`src/rtl/uart_baud_rx_pkg.sv`:
```
package uart_baud_rx_pkg;

    typedef enum logic [1:0] {
        ST_IDLE,
        ST_START,
        ST_DATA,
        ST_STOP
    } rx_state_e;

    localparam int RATE_CODES = 8;

    function automatic int rate_of(input int code);
        case (code)
            0:       return 9600;
            1:       return 14400;
            2:       return 19200;
            3:       return 38400;
            4:       return 57600;
            5:       return 115200;
            6:       return 128000;
            default: return 256000;
        endcase
    endfunction

    function automatic int divisor_of(input int clk_hz, input int code);
        return (clk_hz + rate_of(code) / 2) / rate_of(code);
    endfunction

endpackage

```
`src/rtl/rx_sync.sv`:
```
module rx_sync #(
    parameter int   STAGES    = 2,
    parameter logic RESET_VAL = 1'b1
) (
    input  logic clk,
    input  logic rst,
    input  logic din,
    output logic dout
);
    logic [STAGES-1:0] q;

    always_ff @(posedge clk) begin
        if (rst) q <= {STAGES{RESET_VAL}};
        else     q <= {q[STAGES-2:0], din};
    end

    assign dout = q[STAGES-1];
endmodule

```
`src/rtl/rx_rate_table.sv`:
```
module rx_rate_table
    import uart_baud_rx_pkg::*;
#(
    parameter int CLK_HZ = 100_000_000,
    parameter int CNT_W  = 14
) (
    input  logic [2:0]       sel,
    output logic [CNT_W-1:0] div
);
    logic [CNT_W-1:0] tbl [RATE_CODES];

    for (genvar g = 0; g < RATE_CODES; g++) begin : g_rate
        assign tbl[g] = CNT_W'(divisor_of(CLK_HZ, g));
    end

    assign div = tbl[sel];
endmodule

```
`src/rtl/rx_bit_timer.sv`:
```
module rx_bit_timer #(
    parameter int CNT_W = 14
) (
    input  logic             clk,
    input  logic             rst,
    input  logic             load,
    input  logic [CNT_W-1:0] load_val,
    output logic             tick
);
    logic [CNT_W-1:0] cnt;

    always_ff @(posedge clk) begin
        if (rst)             cnt <= '0;
        else if (load)       cnt <= load_val;
        else if (cnt != '0)  cnt <= cnt - 1'b1;
    end

    assign tick = (cnt == '0);
endmodule

```
`src/rtl/uart_baud_rx.sv`:
```
module uart_baud_rx
    import uart_baud_rx_pkg::*;
#(
    parameter int CLK_HZ    = 100_000_000,
    parameter int DATA_BITS = 8
) (
    input  logic                 clk,
    input  logic                 rst,
    input  logic                 rx_line,
    input  logic [2:0]           rate_sel,
    output logic [DATA_BITS-1:0] rx_data,
    output logic                 rx_valid,
    output logic                 rx_ferr
);
    localparam int MAX_DIV = divisor_of(CLK_HZ, 0);
    localparam int CNT_W   = $clog2(MAX_DIV + 1);
    localparam int IDX_W   = $clog2(DATA_BITS);
    localparam logic [CNT_W-1:0] ONE      = CNT_W'(1);
    localparam logic [IDX_W-1:0] LAST_IDX = IDX_W'(DATA_BITS - 1);

    rx_state_e              state, nxt;
    logic                   s_rx, s_prev, fall;
    logic [CNT_W-1:0]       div_sel, div_q, tmr_val;
    logic                   tmr_load, tick;
    logic [IDX_W-1:0]       bit_idx;
    logic [DATA_BITS-1:0]   shreg;

    rx_sync #(.STAGES(2), .RESET_VAL(1'b1)) u_sync (
        .clk (clk),
        .rst (rst),
        .din (rx_line),
        .dout(s_rx)
    );

    rx_rate_table #(.CLK_HZ(CLK_HZ), .CNT_W(CNT_W)) u_rates (
        .sel(rate_sel),
        .div(div_sel)
    );

    rx_bit_timer #(.CNT_W(CNT_W)) u_timer (
        .clk     (clk),
        .rst     (rst),
        .load    (tmr_load),
        .load_val(tmr_val),
        .tick    (tick)
    );

    assign fall = s_prev & ~s_rx;

    // next state and timer control
    always_comb begin
        nxt      = state;
        tmr_load = 1'b0;
        tmr_val  = '0;
        unique case (state)
            ST_IDLE: begin
                if (fall) begin
                    nxt      = ST_START;
                    tmr_load = 1'b1;
                    tmr_val  = (div_sel >> 1) - ONE;
                end
            end
            ST_START: begin
                if (tick) begin
                    if (!s_rx) begin
                        nxt      = ST_DATA;
                        tmr_load = 1'b1;
                        tmr_val  = div_q - ONE;
                    end else begin
                        nxt = ST_IDLE;
                    end
                end
            end
            ST_DATA: begin
                if (tick) begin
                    tmr_load = 1'b1;
                    tmr_val  = div_q - ONE;
                    if (bit_idx == LAST_IDX) nxt = ST_STOP;
                end
            end
            ST_STOP: begin
                if (tick) nxt = ST_IDLE;
            end
        endcase
    end

    // state register
    always_ff @(posedge clk) begin
        if (rst) state <= ST_IDLE;
        else     state <= nxt;
    end

    // datapath and outputs
    always_ff @(posedge clk) begin
        if (rst) begin
            s_prev   <= 1'b1;
            div_q    <= '0;
            bit_idx  <= '0;
            shreg    <= '0;
            rx_data  <= '0;
            rx_valid <= 1'b0;
            rx_ferr  <= 1'b0;
        end else begin
            s_prev   <= s_rx;
            rx_valid <= 1'b0;
            rx_ferr  <= 1'b0;
            unique case (state)
                ST_IDLE: begin
                    if (fall) begin
                        div_q   <= div_sel;
                        bit_idx <= '0;
                    end
                end
                ST_START: ;
                ST_DATA: begin
                    if (tick) begin
                        shreg   <= {s_rx, shreg[DATA_BITS-1:1]};
                        bit_idx <= bit_idx + 1'b1;
                    end
                end
                ST_STOP: begin
                    if (tick) begin
                        if (s_rx) begin
                            rx_valid <= 1'b1;
                            rx_data  <= shreg;
                        end else begin
                            rx_ferr  <= 1'b1;
                        end
                    end
                end
            endcase
        end
    end
endmodule

```
`config.mk`:
```
export PLATFORM = sky130hd
export DESIGN_NAME = uart_baud_rx
export DESIGN_NICKNAME = d
export VERILOG_FILES = /design/src/rtl/uart_baud_rx_pkg.sv /design/src/rtl/rx_sync.sv /design/src/rtl/rx_rate_table.sv /design/src/rtl/rx_bit_timer.sv /design/src/rtl/uart_baud_rx.sv
export SDC_FILE = /design/constraint.sdc
export NUM_CORES = 1
export LEC_CHECK = 0
export ABC_AREA = 1
export CORE_UTILIZATION = 34
export CTS_CLUSTER_SIZE = 16
export DETAILED_ROUTE_END_ITERATION = 8
export PLACE_DENSITY = 0.61
export SLEW_MARGIN = 10
export SYNTH_ARGS = -nofsm -noshare
export SYNTH_HDL_FRONTEND = slang
export SYNTH_SLANG_ARGS = --single-unit
```
`constraint.sdc`:
```
create_clock -name clk -period 1.41 [get_ports clk]
set_input_delay 0.141 -clock clk [delete_from_list [all_inputs] [get_ports clk]]
set_output_delay 0.141 -clock clk [all_outputs]
set_load 0.02 [all_outputs]
```
==> Yosys cells after proc, flatten, opt, wreduce, memory -nomap -nowiden <==
Memories as Yosys holds them, arrays and structs flattened.
Index checks and enable logic that the tools add are counted.
W data, S select, Z words.
{ "totals": {"output_inout_bits": 10, "ff_bits": 54, "latch_bits": 0, "ramBits": 0, "word_cells": 67, "mem_bits_ro": 112, "mem_count": 1, "inputBits": 6} }
{ "mem_list": {"columns": ["memory", "words", "width", "rd", "rd_ports_with_merged_regs", "wr", "line_no", "rtl"], "rows": [
  ["(name not given)", 8, 14, 1, 0, 0, "rx_rate_table.sv:16", "assign div = tbl[sel];"]
]} }
{ "op_classes": {"n_mul": 0, "magnitude_cmp": 1, "n_shift": 0, "n_reduce_logical": 12, "muxes": 25, "n_div": 0, "eq_ne": 9, "n_addsub": 4, "n_bitwise": 5} }
{ "op_table": {"columns": ["op", "count"], "rows": [
  ["$mux W14", 8],
  ["$pmux W14 S3", 1],
  ["$sub A14 B1 Y14 const B", 2],
  ["$logic_not A14 Y1", 1],
  ["$reduce_bool A14 Y1", 1],
  ["$sub A13 B1 Y14 const B", 1],
  ["$mux W2", 6],
  ["$ne A2 B2 Y1 const B", 5],
  ["$pmux W2 S4", 1],
  ["$mux W3", 2],
  ["$pmux W3 S2", 1],
  ["$reduce_and A3 Y1", 2],
  ["$mux W1", 5],
  ["$reduce_and A5 Y1", 1],
  ["$eq A2 B2 Y1 const B", 2],
  ["$ge A4 B4 Y1 const B", 1],
  ["$not A3 Y4", 1],
  ["$reduce_and A2 Y1", 2],
  ["$reduce_bool A2 Y1", 2],
  ["$add A3 B1 Y3 const B", 1],
  ["$eq A3 B3 Y1 const B", 1],
  ["$not A1 Y1", 3],
  ["$pmux W1 S3", 1],
  ["$reduce_or A3 Y1", 1],
  ["other kinds (4)", 4]
]} }

==> Logic depth before layout (Yosys ltp) <==
Gate-level depths: netlist (run 1).
{ "depth": {"word_depth": 8, "mapped_depth": 14, "mapped_depth_nobuf": 14} }

==> Cells and area by module <==
From an unflattened synthesis (run 1), not the netlist that was laid out.
{ "hier_totals": {"cells_unflattened": 531, "hier_area_um2": 3433.3} }
{ "by_module_without_submodules": {"columns": ["mod", "cells_per_inst", "n_inst", "seq_area_each_um2", "area_each_um2"], "rows": [
  ["uart_baud_rx", 322, 1, 760.7, 2130.8],
  ["rx_bit_timer", 158, 1, 280.3, 1003.5],
  ["rx_rate_table", 44, 1, 0.0, 240.2],
  ["rx_sync", 7, 1, 40.0, 58.8]
]} }

==> Worst setup path before layout (run 1) <==
OpenSTA, ideal clock, no wires.
{ "synth_path": {"kind": "flip-flop to flip-flop", "start": "register u_timer.cnt[0]", "end": "register u_timer.cnt[11]", "n_path_buf": 1, "setup_ns": 0.118, "path_stages_with_launch": 11, "t_required_ns": 1.292, "setup_slack_ns": -0.121, "synth_period_minus_slack_ns": 1.531, "t_arrival_ns": 1.413, "path_cell_list": "dfxtp_1 inv_1 ha_1 nand2_1 nor2_4 nand3_4 nand2_4 nor2_4 buf_6 nor3_1 nor2_1"} }
{ "synth_between": {"elab_chain_len": 4, "elab_cells_between_ends": 12, "cone_classes": "add/sub: 1; mux: 8; reduce/logical: 3"} }
{ "synth_rtl": {"columns": ["item", "line_no", "rtl"], "rows": [
  ["start: declaration", "rx_bit_timer.sv:10", "logic [CNT_W-1:0] cnt;"],
  ["start signal: assignment", "rx_bit_timer.sv:14", "else if (load) cnt <= load_val;"],
  ["start signal: assignment", "rx_bit_timer.sv:15", "else if (cnt != '0) cnt <= cnt - 1'b1;"],
  ["branches (longest 4 deep; another with $sub A14 B1 Y14)", null, null]
]} }
Several ways; the timed one is not identified. The select of a mux whose other input is x is not followed.
A chain may end at the register's enable or synchronous reset.

==> Worst setup path after layout (run 1) <==
Ends and elaborated chain as after synthesis.

==> impl_summary.md, run 1 <==
Synthesis
The commonest cells after synthesis are 72 x sky130_fd_sc_hd__nand2_1, 58 x sky130_fd_sc_hd__nor2_1, 55 x sky130_fd_sc_hd__inv_1. By area the synthesized netlist is led by sky130_fd_sc_hd__dfxtp_1 34%, sky130_fd_sc_hd__nand2_1 8.5%, sky130_fd_sc_hd__o21ai_0 7.2%. During synthesis, Yosys emitted a total of 0 warnings.

The main flop type after synthesis is sky130_fd_sc_hd__dfxtp_1. The library cell with the largest summed area after synthesis is sky130_fd_sc_hd__dfxtp_1. The net count after synthesis is ~470. A synthesized cell averages approximately 7.0 um2. By instance count, the leading cell after synthesis is sky130_fd_sc_hd__nand2_1. The share of synthesized area in the top cell type comes to between 30% and 40%. The count of different cell masters after synthesis is 39. The sequential element share of the synthesized area is 34.0%. The mapped netlist covers roughly 3200 um2. Counting flops with an async set or reset pin after synthesis yields a share of 0%.

The number of flops mapped to enable cells by yosys is 0. Synthesis produced a netlist whose cell count is between 400 and 500. The flip-flop and latch count after synthesis is 54.

GRT
The overflow left after global routing is 0. The fraction of met2 tracks used by global routing is between 30% and 40%. The via count of the first global-routing pass is 3125. The total routing usage reported by global routing is a little under a fifth. The initial antenna violation count is 0. The met3 routing resource usage after global routing is under 10%.

Entering global routing, the biggest net connects 27 pins. The first global-routing pass estimated 14700 um of wire. Global routing used 23.7% of the available met1 tracks. The most used routing layer is met2.

Worst setup path
The maximum fanout encountered on the critical timing path is 8. The worst setup path is launched from a flip-flop. Data on the critical path is required at its endpoint by around 1.6 ns. Walking the worst path, the cells encountered are inv_2 > ha_4 > nand2_4 > nor2_4 > nand3_4 > nand2_4 > nor2_4 > buf_12 > buf_6 > nor3_4 > nor2_1.

The slowest library cell on the worst path is sky130_fd_sc_hd__dfxtp_2. The critical path contains buffers and inverters numbering 3 combined. Data on the critical path arrives at its endpoint at around 1.9 ns. The cell type group with the largest total delay on the critical path is simple AND/OR/NAND/NOR gates. The path depth of the worst reg2reg path is 11. The type of the worst setup path is flip-flop to flip-flop. The cell count along the critical path is 11. The critical path's largest stage delay is around 0.33 ns.

The worst setup path is captured at a flip-flop.

Timing
Across all setup checks in the final design, the least slack found is -0.234 ns. Setup repair after global routing could not meet its margin everywhere. The final number of setup-violating endpoints is 35. Between clock sinks in the finished design, the worst skew comes to between 0.01 and 0.015 ns. The relative slew slack is approximately three quarters. The slew at the pin closest to its max-slew limit is roughly 0.38 ns. The final clock period utilization by the worst path is 117%. For this run, the top clock speed supported by timing is a little over 600 MHz. The count of final max-slew check failures is 0. The smallest clock period supported by the final layout is computed as ~1.6 ns. Adding up every negative setup slack in the final design gives -5.21 ns.

The hold violation count in the final report is 0.

Floorplan
The height of the chip is around 99 um. The cell row count is 34. The die footprint is 9740 um2. The placeable core area is ~8900 um2. For this configuration, the core starts out at a cell density of a little over a third. The overall die width is a little under 100 um. The I/O pin count is 16.

Route
The pre-antenna-repair detailed-routing pass consisted of 4 iterations. The number of violations reported at the end of detailed-routing iteration 0 is between 100 and 150. The detailed router placed approximately 3200 vias in this run.

Dividing the detail-routed via count by the number of cells gives about 4.8. The total wirelength of the detailed-routed design is between 8000 and 9000 um. The detail-routed net length per standard cell is about 13 um. The number of design rule violations left after detail routing is 0. Once detail routing completed, the nets flagged for antenna violations numbered 0.

Run status
The run finished, with violations left. The checks that failed: negative setup slack.

Cells and area
The number of antenna diodes in the final layout is 0. The share of layout cells above drive strength 1 is ~34%. The finished layout holds 672 standard cells, fillers aside. The final cell area excluding filler cells is about 4600 um2.

After filler insertion, the fill cell instance count of the layout stands at approximately 840. The net count reported at finish is around 580. Cells fill 52.0% of the core in the end.

The area growth from synthesis to layout is 45.4%. Summing all multi-input logic gate instances after layout gives 2100 um2. In the final layout, flip-flops and latches occupy between 1000 and 1500 um2.

CTS
The count of clock tree sinks is 54. In this run, CTS created clock tree buffers numbering 5. The H-tree was split into 2 levels. In this run the clock root is driven by a sky130_fd_sc_hd__clkbuf_8. After clock tree synthesis, the clock-pin slew on the worst setup and hold paths is approximately 0.11 ns. After clock tree synthesis, the flow added hold-fix buffers numbering 0. TritonCTS built the clock tree. The source-to-sink clock delay at the later pin of the worst-skew pair is between 0.3 and 0.4 ns. Counting along the longest clock path gives a buffer depth of 2.

Hold path
The path class of the tightest hold or removal check is primary input to flip-flop. The count of cells along the worst hold path is 2.

Power
The worst-case vdd ir drop is 0.000607 V. Power spread over the standard cell area amounts to around 1400 nW/um2. The analysis attributes to cell leakage a power of around 0.0021 uW.

Placed design
After detailed placement, the design holds a cell count of 655. The post-DP HPWL is a little over 6000 um. During placement, the flow inserted port buffers numbering 15. The total cell area at the placement stage is approximately 4000 um2.

The congestion estimate from routability-driven global placement came to between 0.8 and 0.9.

Run
Max-cap violations in this run came to 0.
worst register-to-register path: stages, from the launching register on:
cell and delay [ns]:
sky130_fd_sc_hd__dfxtp_2 0.33, sky130_fd_sc_hd__inv_2 0.07, sky130_fd_sc_hd__ha_4 0.16, sky130_fd_sc_hd__nand2_4 0.05
sky130_fd_sc_hd__nor2_4 0.20, sky130_fd_sc_hd__nand3_4 0.17, sky130_fd_sc_hd__nand2_4 0.11, sky130_fd_sc_hd__nor2_4 0.06
sky130_fd_sc_hd__buf_12 0.13, sky130_fd_sc_hd__buf_6 0.11, sky130_fd_sc_hd__nor3_4 0.11, sky130_fd_sc_hd__nor2_1 0.06
metrics by stage:
stage | setup WS (ns) | power [uW] | hold WS, ns
final | -0.234 | 6480 | 0.368
after global routing | -0.333 | 7020 | 0.383
after CTS | -0.163 | 6330 | 0.366
after detailed placement | -0.662 | 5000 | 0.394
after global placement | -0.633 | 4950 | 0.397
after floorplan | -0.0350 | 3810 | 0.245
layer usage:
metal  part of all wire, %  wire (um)
met2                    49       4120
met1                    47       3970
met3                   2.5        209
met5                     0          0
met4                   1.9        163
what timing repair did:
item                                   in CTS  in global routing
buffers inserted                            7                  1
resized for setup                          69                 36
cloned                                      2                  0
pin swaps                                  11                  6
endpoints found under the hold margin       0                  0
setup endpoints to repair                  54                 47
power by group:
part | total [uW] | switching, uW | internal, uW
logic | 3520 | 1840 | 1670
registers | 1880 | 148 | 1730
clock network | 1090 | 551 | 539
total | 6480 | 2540 | 3940
state kept, by name, summed over array words and instances (netlist names), named ones only:
name,flops
s_prev,1
rx_ferr,1
u_sync.q,2
rx_data,8
rx_valid,1
shreg,8
u_timer.cnt,14
div_q,14
state,1
bit_idx,3
path summary, 6_finish.rpt:
path,start,end,slack [ns]
setup / recovery,u_timer.cnt[0]$_SDFFE_PP0P_,u_timer.cnt[11]$_SDFFE_PP0P_,-0.23
hold / removal,rx_line,u_sync.q[0]$_SDFF_PP1_,0.37
setup reg to reg,u_timer.cnt[0]$_SDFFE_PP0P_,u_timer.cnt[11]$_SDFFE_PP0P_,-0.23
hold reg to reg,u_sync.q[0]$_SDFF_PP1_,u_sync.q[1]$_SDFF_PP1_,0.42
final cells by class:
class / instances / area share [%]
sequential: 54 / 23.5
clock buffer: 5 / 1.49
multi-input combinational: 325 / 45.5
timing repair buffer: 117 / 20.4
clock inverter: 3 / 1.03
tap: 108 / 2.93
inverter: 60 / 5.15
kinds of logic after synthesis:
logic type	synth area share, %
adders and majority gates	5.12
and+or+nand+nor	29.1
AOI/OAI and AO/OA	17.0
DFF	34.0
buffers and inverters	10.1
xor gates and xnor gates	4.69
cell usage in the layout (no fill, tap or decap), types with 5 or more instances in the layout:
cell                            instances
sky130_fd_sc_hd__o21ai_0               26
sky130_fd_sc_hd__ha_1                  10
sky130_fd_sc_hd__buf_4                 95
sky130_fd_sc_hd__xnor2_1                8
sky130_fd_sc_hd__a21oi_1               36
sky130_fd_sc_hd__a21oi_2                6
sky130_fd_sc_hd__or2_2                  6
sky130_fd_sc_hd__nor2_4                 9
sky130_fd_sc_hd__o21ai_1               11
sky130_fd_sc_hd__o21ai_2                9
sky130_fd_sc_hd__buf_6                  5
sky130_fd_sc_hd__nand2_2                5
sky130_fd_sc_hd__xor2_1                 9
sky130_fd_sc_hd__inv_2                  8
sky130_fd_sc_hd__dfxtp_1               51
sky130_fd_sc_hd__nand2_1               65
sky130_fd_sc_hd__nand2_4                7
sky130_fd_sc_hd__clkbuf_8               5
sky130_fd_sc_hd__nand3_2                5
sky130_fd_sc_hd__nor2_1                53
sky130_fd_sc_hd__inv_1                 48
sky130_fd_sc_hd__nand3_1               18
sky130_fd_sc_hd__dlygate4sd2_1         11
Power figures use the tool's default switching activity.
==> inputs of run 2 (changes only) <==
--- a/config.mk
+++ b/config.mk
@@ -6,6 +6,7 @@
 export NUM_CORES = 1
 export LEC_CHECK = 0
 export ABC_AREA = 1
+export CORE_MARGIN = 8
 export CORE_UTILIZATION = 34
 export CTS_CLUSTER_SIZE = 16
 export DETAILED_ROUTE_END_ITERATION = 8
==> run 2 against run 1 <==
Compared with the run above: the run still ends with negative setup slack left; register-to-register slack improved by 0.04 ns; critical path type unchanged; cell area fell by 1.8%; routed wire length rose by 5.4%; die area rose by 30%; via count rose by 2.4%; largest cell class unchanged; clock skew fell by 0.0049 ns; sequential power barely moved; largest power group unchanged; combinational power fell by 1%; worst hold slack improved by 0.013 ns.
==> impl_summary.md, run 2 (synthesis gave the netlist of run 1 again) <==
Hold path
The kind of path behind the tightest hold check is primary input to flip-flop. The count of cells along the worst hold path is 2 (unchanged). The start point of the worst hold path is rx_line.

The destination of the worst hold path is u_sync.q[0]$_SDFF_PP1_.

CTS
The library cell used as clock root buffer is sky130_fd_sc_hd__clkbuf_8. The level count of the clock H-tree is 2 (unchanged). The total of hold buffers inserted after clock tree synthesis is 0 (unchanged). The clock-pin slew on the worst setup and hold paths is 0.11 ns (about the same).

The maximum count of clock buffers along a single path is 2 (unchanged). The clock tree from TritonCTS is yes. The source-to-sink clock delay at the later pin of the worst-skew pair was 0.32 ns (about the same). The count of clock tree sinks is 54 (unchanged).

The clock buffer count from CTS is 5 (unchanged).

Timing
The final worst clock skew is 0.00940 ns (-0.00486 ns). The final clock period utilization by the worst path came to 114% (-2.6 points). The fmax was 622 MHz (+2.3%). The hold violation count in the final report is 0 (unchanged). The minimum clock period is 1.61 ns (-0.0371 ns).

The count of final max-slew check failures is 0 (unchanged). The slew at the pin closest to its max-slew limit came to 0.414 ns (+0.0340 ns). The total negative slack for setup checks is -4.02 ns (+1.19 ns).

The final worst setup slack is -0.197 ns (+0.0371 ns). Setup repair after global routing could not meet its margin everywhere. The final number of setup-violating endpoints was 36 (+2.9%). The relative slew slack is 72.1% (-2.3 points).

GRT
The total routing usage reported by global routing is 14.4% (-4.1 points). The largest net degree at the start of global routing came to 27 (unchanged). The overflow left after global routing is 0 (unchanged). The initial antenna violation count is 0 (unchanged). The via count of the first global-routing pass is 3177 (+1.7%). The global-route wire length before repair is 15100 um (+3.0%).

Worst setup path
In this run the critical register-to-register path is captured at u_timer.cnt[11]$_SDFFE_PP0P_. The flop-to-flop setup slack is -0.20 ns (+0.04 ns). The required time of the critical path is 1.64 ns (about the same). The startpoint identified for the worst register-to-register timing path is u_timer.cnt[1]$_SDFFE_PP0P_. The worst setup path is captured at a flip-flop.

The critical path is of the flip-flop to flip-flop type. The data arrival time of the worst path is 1.83 ns (-0.04 ns). The maximum fanout encountered on the critical timing path is 7 (-1).

STA classifies the critical path startpoint as a flip-flop. The path depth of the worst reg2reg path is 11 (unchanged).

Floorplan
The overall die width came to 113 um (+14%). The placeable core area is 9150 um2 (+2.9%). The height of the chip came to 113 um (+14%). The I/O pin count was 16 (unchanged). The cell row count is 35 (+2.9%).

The die footprint was 12700 um2 (+30%). The starting density of the core is 34.7% (-1.0 points).

Run status
The run finished, with violations left. The checks that failed: negative setup slack.

Power
The fraction of power spent switching nets is 40.8% (+1.6 points). The switching power of the nets came to 2580 uW (+1.3%). The share of total power in the clock network is 14.9% (-1.9 points). The design internal power is 3740 uW (-5.1%). The cell leakage power came to 0.00210 uW (-1.9%).

The worst-case vdd ir drop is 0.000575 V (-5.4%). The total power divided by cell area was 1390 nW/um2 (-0.81%). The combinational share of power is 54.9% (+0.7 points).

The power share of the sequential group is 30.1% (+1.1 points). The overall power is 6320 uW (-2.6%).

Cells and area
The net count reported at finish is 580 (-0.34%). The area growth from synthesis to layout is 42.8%. The largest registers in the layout are div_q: 14 flops, u_timer.cnt: 14 flops. The number of antenna cells inserted is 0 (unchanged). The library cell used most frequently in the layout, excluding fill and tap cells, is sky130_fd_sc_hd__buf_4. The top cell types in the final layout, fill and taps aside, are 91 x sky130_fd_sc_hd__buf_4, 66 x sky130_fd_sc_hd__nand2_1, 51 x sky130_fd_sc_hd__nor2_1. The share of layout cells above drive strength 1 was 34.7% (+0.30 points). The final cell area excluding filler cells is 4540 um2 (-1.8%).

Route
The detailed-router iteration count before antenna repair came to 5 (+1). The number of design rule violations left after detail routing is 0 (unchanged). The number of violations reported at the end of detailed-routing iteration 0 is 176 (+54%). The number of vias in the routed layout is 3309 (+2.4%).

The total wirelength of the detailed-routed design is 8930 um (+5.4%). The detail-routed net length per standard cell is 13.3 um (+5.3%). The routed via count divided by cell count is 4.92 (+2.3%). The count of nets left with antenna violations after detail routing was 0 (unchanged).

Run
The number of maximum-capacitance violations is 0 (unchanged).

Placed design
The post-DP HPWL is 6610 um (+6.9%). The weighted congestion reported at the end of routability-driven placement came to 0.942 (+13%). The port buffer count is 15 (unchanged). The total cell area at the placement stage came to 4080 um2 (-0.82%).
run 2: cell types whose count changed in the layout (fill, tap and decap cells not counted), sizes merged:
cell	delta
nand4	-1
bufinv	-1
inv	+1
nor2	+1
clkdlybuf4s50	-1
buf	-2
dlygate4sd2	+1
run 2: final cells by class:
cell class | count | area (um2)
well taps | 111 | 139
fillers | 876 | 4620
flip-flops and latches | 54 | 1090
repair buffers | 115 | 922
multi-input cells | 325 | 2050
clock buffers | 5 | 68.8
inverters | 60 | 238
clock inverters | 3 | 28.8
run 2: worst max-delay path by stage:
stage | startpoint | end | slack [ns] | cells past startpoint
finish | u_timer.cnt[1]$_SDFFE_PP0P_ | u_timer.cnt[11]$_SDFFE_PP0P_ | -0.20 | 11
CTS | u_timer.cnt[0]$_SDFFE_PP0P_ | u_timer.cnt[11]$_SDFFE_PP0P_ | -0.18 | 11
global placement | rate_sel[1] | u_timer.cnt[1]$_SDFFE_PP0P_ | -0.65 | 12
detailed placement | rate_sel[1] | u_timer.cnt[1]$_SDFFE_PP0P_ | -0.70 | 12
floorplan | u_timer.cnt[0]$_SDFFE_PP0P_ | u_timer.cnt[11]$_SDFFE_PP0P_ | -0.03 | 11
global route | u_timer.cnt[0]$_SDFFE_PP0P_ | u_timer.cnt[11]$_SDFFE_PP0P_ | -0.29 | 10
run 2: power groups by stage:
| stage | Clock [uW] | Sequential [uW] | Combinational (uW) |
|---|---|---|---|
| floorplan | 0 | 1930 | 1880 |
| global placement | 0 | 1920 | 2980 |
| detailed placement | 0 | 1930 | 3050 |
| CTS | 969 | 1900 | 3170 |
| global route | 1030 | 1930 | 3840 |
| finish | 943 | 1900 | 3470 |
run 2: worst max-delay path, stage by stage (launching register included):
cell	delay, ns
sky130_fd_sc_hd__dfxtp_2	0.36
sky130_fd_sc_hd__inv_2	0.05
sky130_fd_sc_hd__ha_4	0.16
sky130_fd_sc_hd__nand2_4	0.07
sky130_fd_sc_hd__nor2_4	0.05
sky130_fd_sc_hd__nand3_4	0.13
sky130_fd_sc_hd__nand2_4	0.08
sky130_fd_sc_hd__nor2_4	0.28
sky130_fd_sc_hd__buf_6	0.14
sky130_fd_sc_hd__nand3b_1	0.07
sky130_fd_sc_hd__nand3_1	0.07
sky130_fd_sc_hd__nor2_1	0.04
run 2: stage by stage:
step                cells  setup slack, ns  hold slack, ns  utilization (%)
floorplan             453          -0.0350           0.245                -
global placement      653           -0.652           0.393             44.6
detailed placement    653           -0.696           0.398             44.6
CTS                   664           -0.180           0.381             47.3
global route          673           -0.287           0.387             49.6
finish                673           -0.197           0.381             49.6
run 2: timing repair:
item	4_1_cts	5_1_grt
setup endpoints to repair	52	47
pin swaps	12	6
setup buffers	1	9
resized for setup	58	40
gates cloned	2	0
hold endpoints to repair	0	0
run 2: metal layers:
| metal | GRT usage, % | up-vias | wire length [um] |
|---|---|---|---|
| met5 | 0 | - | 0 |
| met4 | 4.59 | 0 | 172 |
| met3 | 2.09 | 16 | 302 |
| met2 | 24.9 | 69 | 4520 |
| met1 | 17.9 | 1533 | 3930 |
| li1 | - | 1691 | - |
==> inputs of run 3 (changes only) <==
--- a/config.mk
+++ b/config.mk
@@ -10,7 +10,7 @@
 export CORE_UTILIZATION = 34
 export CTS_CLUSTER_SIZE = 16
 export DETAILED_ROUTE_END_ITERATION = 8
-export PLACE_DENSITY = 0.61
+export PLACE_DENSITY = 0.59
 export SLEW_MARGIN = 10
 export SYNTH_ARGS = -nofsm -noshare
 export SYNTH_HDL_FRONTEND = slang
==> constraint.sdc (replaced) <==
create_clock -name clk -period 1.6 [get_ports clk]
set_input_delay 0.16 -clock clk [delete_from_list [all_inputs] [get_ports clk]]
set_output_delay 0.16 -clock clk [all_outputs]
set_load 0.02 [all_outputs]
==> run 3 against run 2 <==
Compared with the run above: the flow now finishes without violations; worst setup slack improved by 0.23 ns; sequential power decreased by 9%; core utilization decreased by 1.4 points; sequential share of layout area increased by 0.96 points; maximum frequency increased by 2.4%; via count decreased by 4.4%; first-iteration DRC count decreased by 16%; total power decreased by 13%; non-clock buffer count decreased by 15.
==> impl_summary.md, run 3 (synthesis gave the netlist of run 1 again) <==
Power
The cell leakage power is 0.00195 uW (-7.2%). The power share of the sequential group is 31.1% (+1.0 points). The total power divided by cell area is 1250 nW/um2 (-10%). The fraction of power spent switching nets is 40.3% (-0.50 points). The share of total power in the clock network came to 15.1% (+0.2 points).

The design internal power is 3300 uW (-12%). The combinational share of power is 53.8% (-1.1 points). The worst-case vdd ir drop came to 0.000521 V (-9.4%). The switching power of the nets is 2220 uW (-14%).

Cells and area
The net count reported at finish is 565 (-2.6%). The area overhead of the layout relative to synthesis is 38.7%. The share of layout cells above drive strength 1 is 32.9% (-1.8 points). The most common library cell in the layout ignoring fill and taps is sky130_fd_sc_hd__buf_4. The final cell area excluding filler cells is 4410 um2 (-2.8%). The final core area utilization came to 48.2% (-1.4 points). The library cells used most frequently in the layout, excluding fill and tap cells, are 79 x sky130_fd_sc_hd__buf_4, 65 x sky130_fd_sc_hd__nand2_1, 52 x sky130_fd_sc_hd__inv_1.

The number of antenna cells inserted is 0 (unchanged). In the final layout, the registers with the most flip-flops are div_q: 14 flops, u_timer.cnt: 14 flops.

CTS
The clock-pin slew on the worst setup and hold paths is 0.11 ns (about the same). The tree is rooted in a sky130_fd_sc_hd__clkbuf_8. The source-to-sink clock delay at the later pin of the worst-skew pair is 0.32 ns (about the same).

The total of hold buffers inserted after clock tree synthesis came to 0 (unchanged). The clock tree from TritonCTS is yes. The maximum count of clock buffers along a single path is 2 (unchanged). The level count of the clock H-tree is 2 (unchanged). The clock buffer count from CTS was 5 (unchanged).

The count of clock tree sinks is 54 (unchanged).

Run status
The run finished with clean final reports.

Timing
The fmax was 637 MHz (+2.4%). Setup repair after global routing could not meet its margin everywhere. The final number of setup-violating endpoints was 0 (-100%). The final worst clock skew was 0.00666 ns (-0.00275 ns). The hold violation count in the final report is 0 (unchanged). The minimum clock period is 1.57 ns (-0.0375 ns). The slew at the pin closest to its max-slew limit is 0.379 ns (-0.0347 ns). The count of final max-slew check failures is 0 (unchanged).

The relative slew slack came to 74.4% (+2.3 points). The final clock period utilization by the worst path is 98.1% (-16 points).

Hold path
The worst hold path belongs to the class primary input to flip-flop.

Route
The detail-routed net length per standard cell is 12.9 um (-3.1%). The count of nets left with antenna violations after detail routing is 0 (unchanged). The number of design rule violations left after detail routing came to 0 (unchanged). The detailed-router iteration count before antenna repair came to 4 (-1).

The total wirelength of the detailed-routed design is 8460 um (-5.3%). The routed via count divided by cell count is 4.81 (-2.2%). The number of vias in the routed layout was 3163 (-4.4%).

The number of violations reported at the end of detailed-routing iteration 0 is 147 (-16%).

GRT
The initial antenna violation count is 0 (unchanged). The global-route wire length before repair came to 13900 um (-8.5%). The largest net degree at the start of global routing was 20 (-26%). The via count of the first global-routing pass is 2962 (-6.8%). The overflow left after global routing was 0 (unchanged). The total routing usage reported by global routing came to 13.1% (-1.3 points).

Worst setup path
The required time of the critical path is 1.86 ns (+0.22 ns). The critical path's largest stage delay is 0.35 ns (about the same). Counting stages on the worst path, the most repeated cell is sky130_fd_sc_hd__buf_6. STA classifies the critical path startpoint as a flip-flop. The count of buffer and inverter cells on the critical path is 3 (+1). On the critical path, the stage with the largest delay is an instance of sky130_fd_sc_hd__dfxtp_2. The data arrival time of the worst path is 1.83 ns (about the same). The maximum fanout encountered on the critical timing path was 8 (+1). The critical path goes through nor2_4 > nand2_4 > nor2_8 > buf_6 > nand2_2 > inv_4 > nand4_4 > buf_6 > a21oi_1. The type of the worst setup path is flip-flop to flip-flop. STA classifies the critical path endpoint as a flip-flop.

The kind of cell with the highest combined delay along the critical path is simple AND/OR/NAND/NOR gates.

Floorplan
The overall die width is 113 um (unchanged). The cell row count is 35 (unchanged). The die footprint was 12700 um2 (unchanged). The placeable core area was 9150 um2 (unchanged). The height of the chip came to 113 um (unchanged). The I/O pin count came to 16 (unchanged).

The starting density of the core was 34.7% (unchanged).

Placed design
The post-DP HPWL is 6220 um (-5.9%). The port buffer count is 15 (unchanged). The weighted congestion reported at the end of routability-driven placement is 0.869 (-7.7%). The total cell area at the placement stage came to 3980 um2 (-2.5%).

Run
The number of maximum-capacitance violations is 0 (unchanged).
run 3: cell count changes in the layout (fill, tap and decap cells not counted), sizes merged:
cell | before | now
dlygate4sd2 | 12 | 1
buf | 100 | 85
clkbuf | 5 | 7
inv | 60 | 61
clkdlybuf4s50 | 2 | 12
dlymetal6s2s | 1 | 0
clkinv | 3 | 2
run 3: area by class of cell:
| type | instances | area [um2] |
|---|---|---|
| multi-input cells | 325 | 2030 |
| fillers | 901 | 4740 |
| inverters | 60 | 233 |
| repair buffers | 100 | 808 |
| clock inverters | 3 | 28.8 |
| flip-flops and latches | 54 | 1100 |
| well taps | 111 | 139 |
| clock buffers | 5 | 68.8 |
run 3: layer usage:
metal | global-route usage (%) | wire (um) | share of wire [%]
met5 | 0 | 0 | 0
met2 | 22.4 | 4210 | 50
met3 | 1.77 | 159 | 1.9
met1 | 16.3 | 3970 | 47
met4 | 5.04 | 123 | 1.5
run 3: power groups by stage:
stage,combinational (uW),clock (uW),sequential (uW)
detailed placement,2560,0,1690
global route,3280,927,1740
finish,2970,836,1720
CTS,2690,862,1670
global placement,2520,0,1690
floorplan,1610,0,1700
run 3: worst paths after layout:
kind	from	end	slack, ns	depth (start not counted)
setup / recovery	u_timer.cnt[9]$_SDFFE_PP0P_	rx_data[7]$_SDFFE_PP0P_	0.03	9
hold / removal	rate_sel[1]	div_q[0]$_SDFFE_PP0P_	0.36	4
setup reg to reg	u_timer.cnt[9]$_SDFFE_PP0P_	rx_data[7]$_SDFFE_PP0P_	0.03	9
hold reg to reg	u_sync.q[0]$_SDFF_PP1_	u_sync.q[1]$_SDFF_PP1_	0.43	1
run 3: tightest hold or removal path: stages:
cell	delay, ns
sky130_fd_sc_hd__clkbuf_2	0.11
sky130_fd_sc_hd__buf_4	0.14
sky130_fd_sc_hd__nand2_1	0.13
sky130_fd_sc_hd__a31oi_1	0.10
run 3: per-stage QoR:
step | setup TNS (ns) | setup WS, ns | std cells | hold slack, ns | total power, uW
6_report | 0 | 0.0307 | 658 | 0.362 | 5520
5_1_grt | -0.771 | -0.0685 | 658 | 0.394 | 5940
4_1_cts | 0 | 0.00146 | 656 | 0.387 | 5220
3_5_place_dp | -5.22 | -0.547 | 642 | 0.402 | 4250
3_3_place_gp | -4.54 | -0.503 | 642 | 0.392 | 4210
2_1_floorplan | 0 | 0.0686 | 453 | 0.264 | 3310
run 3: repair_timing:
action	CTS	global route
pin swaps	5	25
setup buffers	4	3
endpoints found under the setup margin	25	39
gates cloned	2	0
resized for setup	30	74
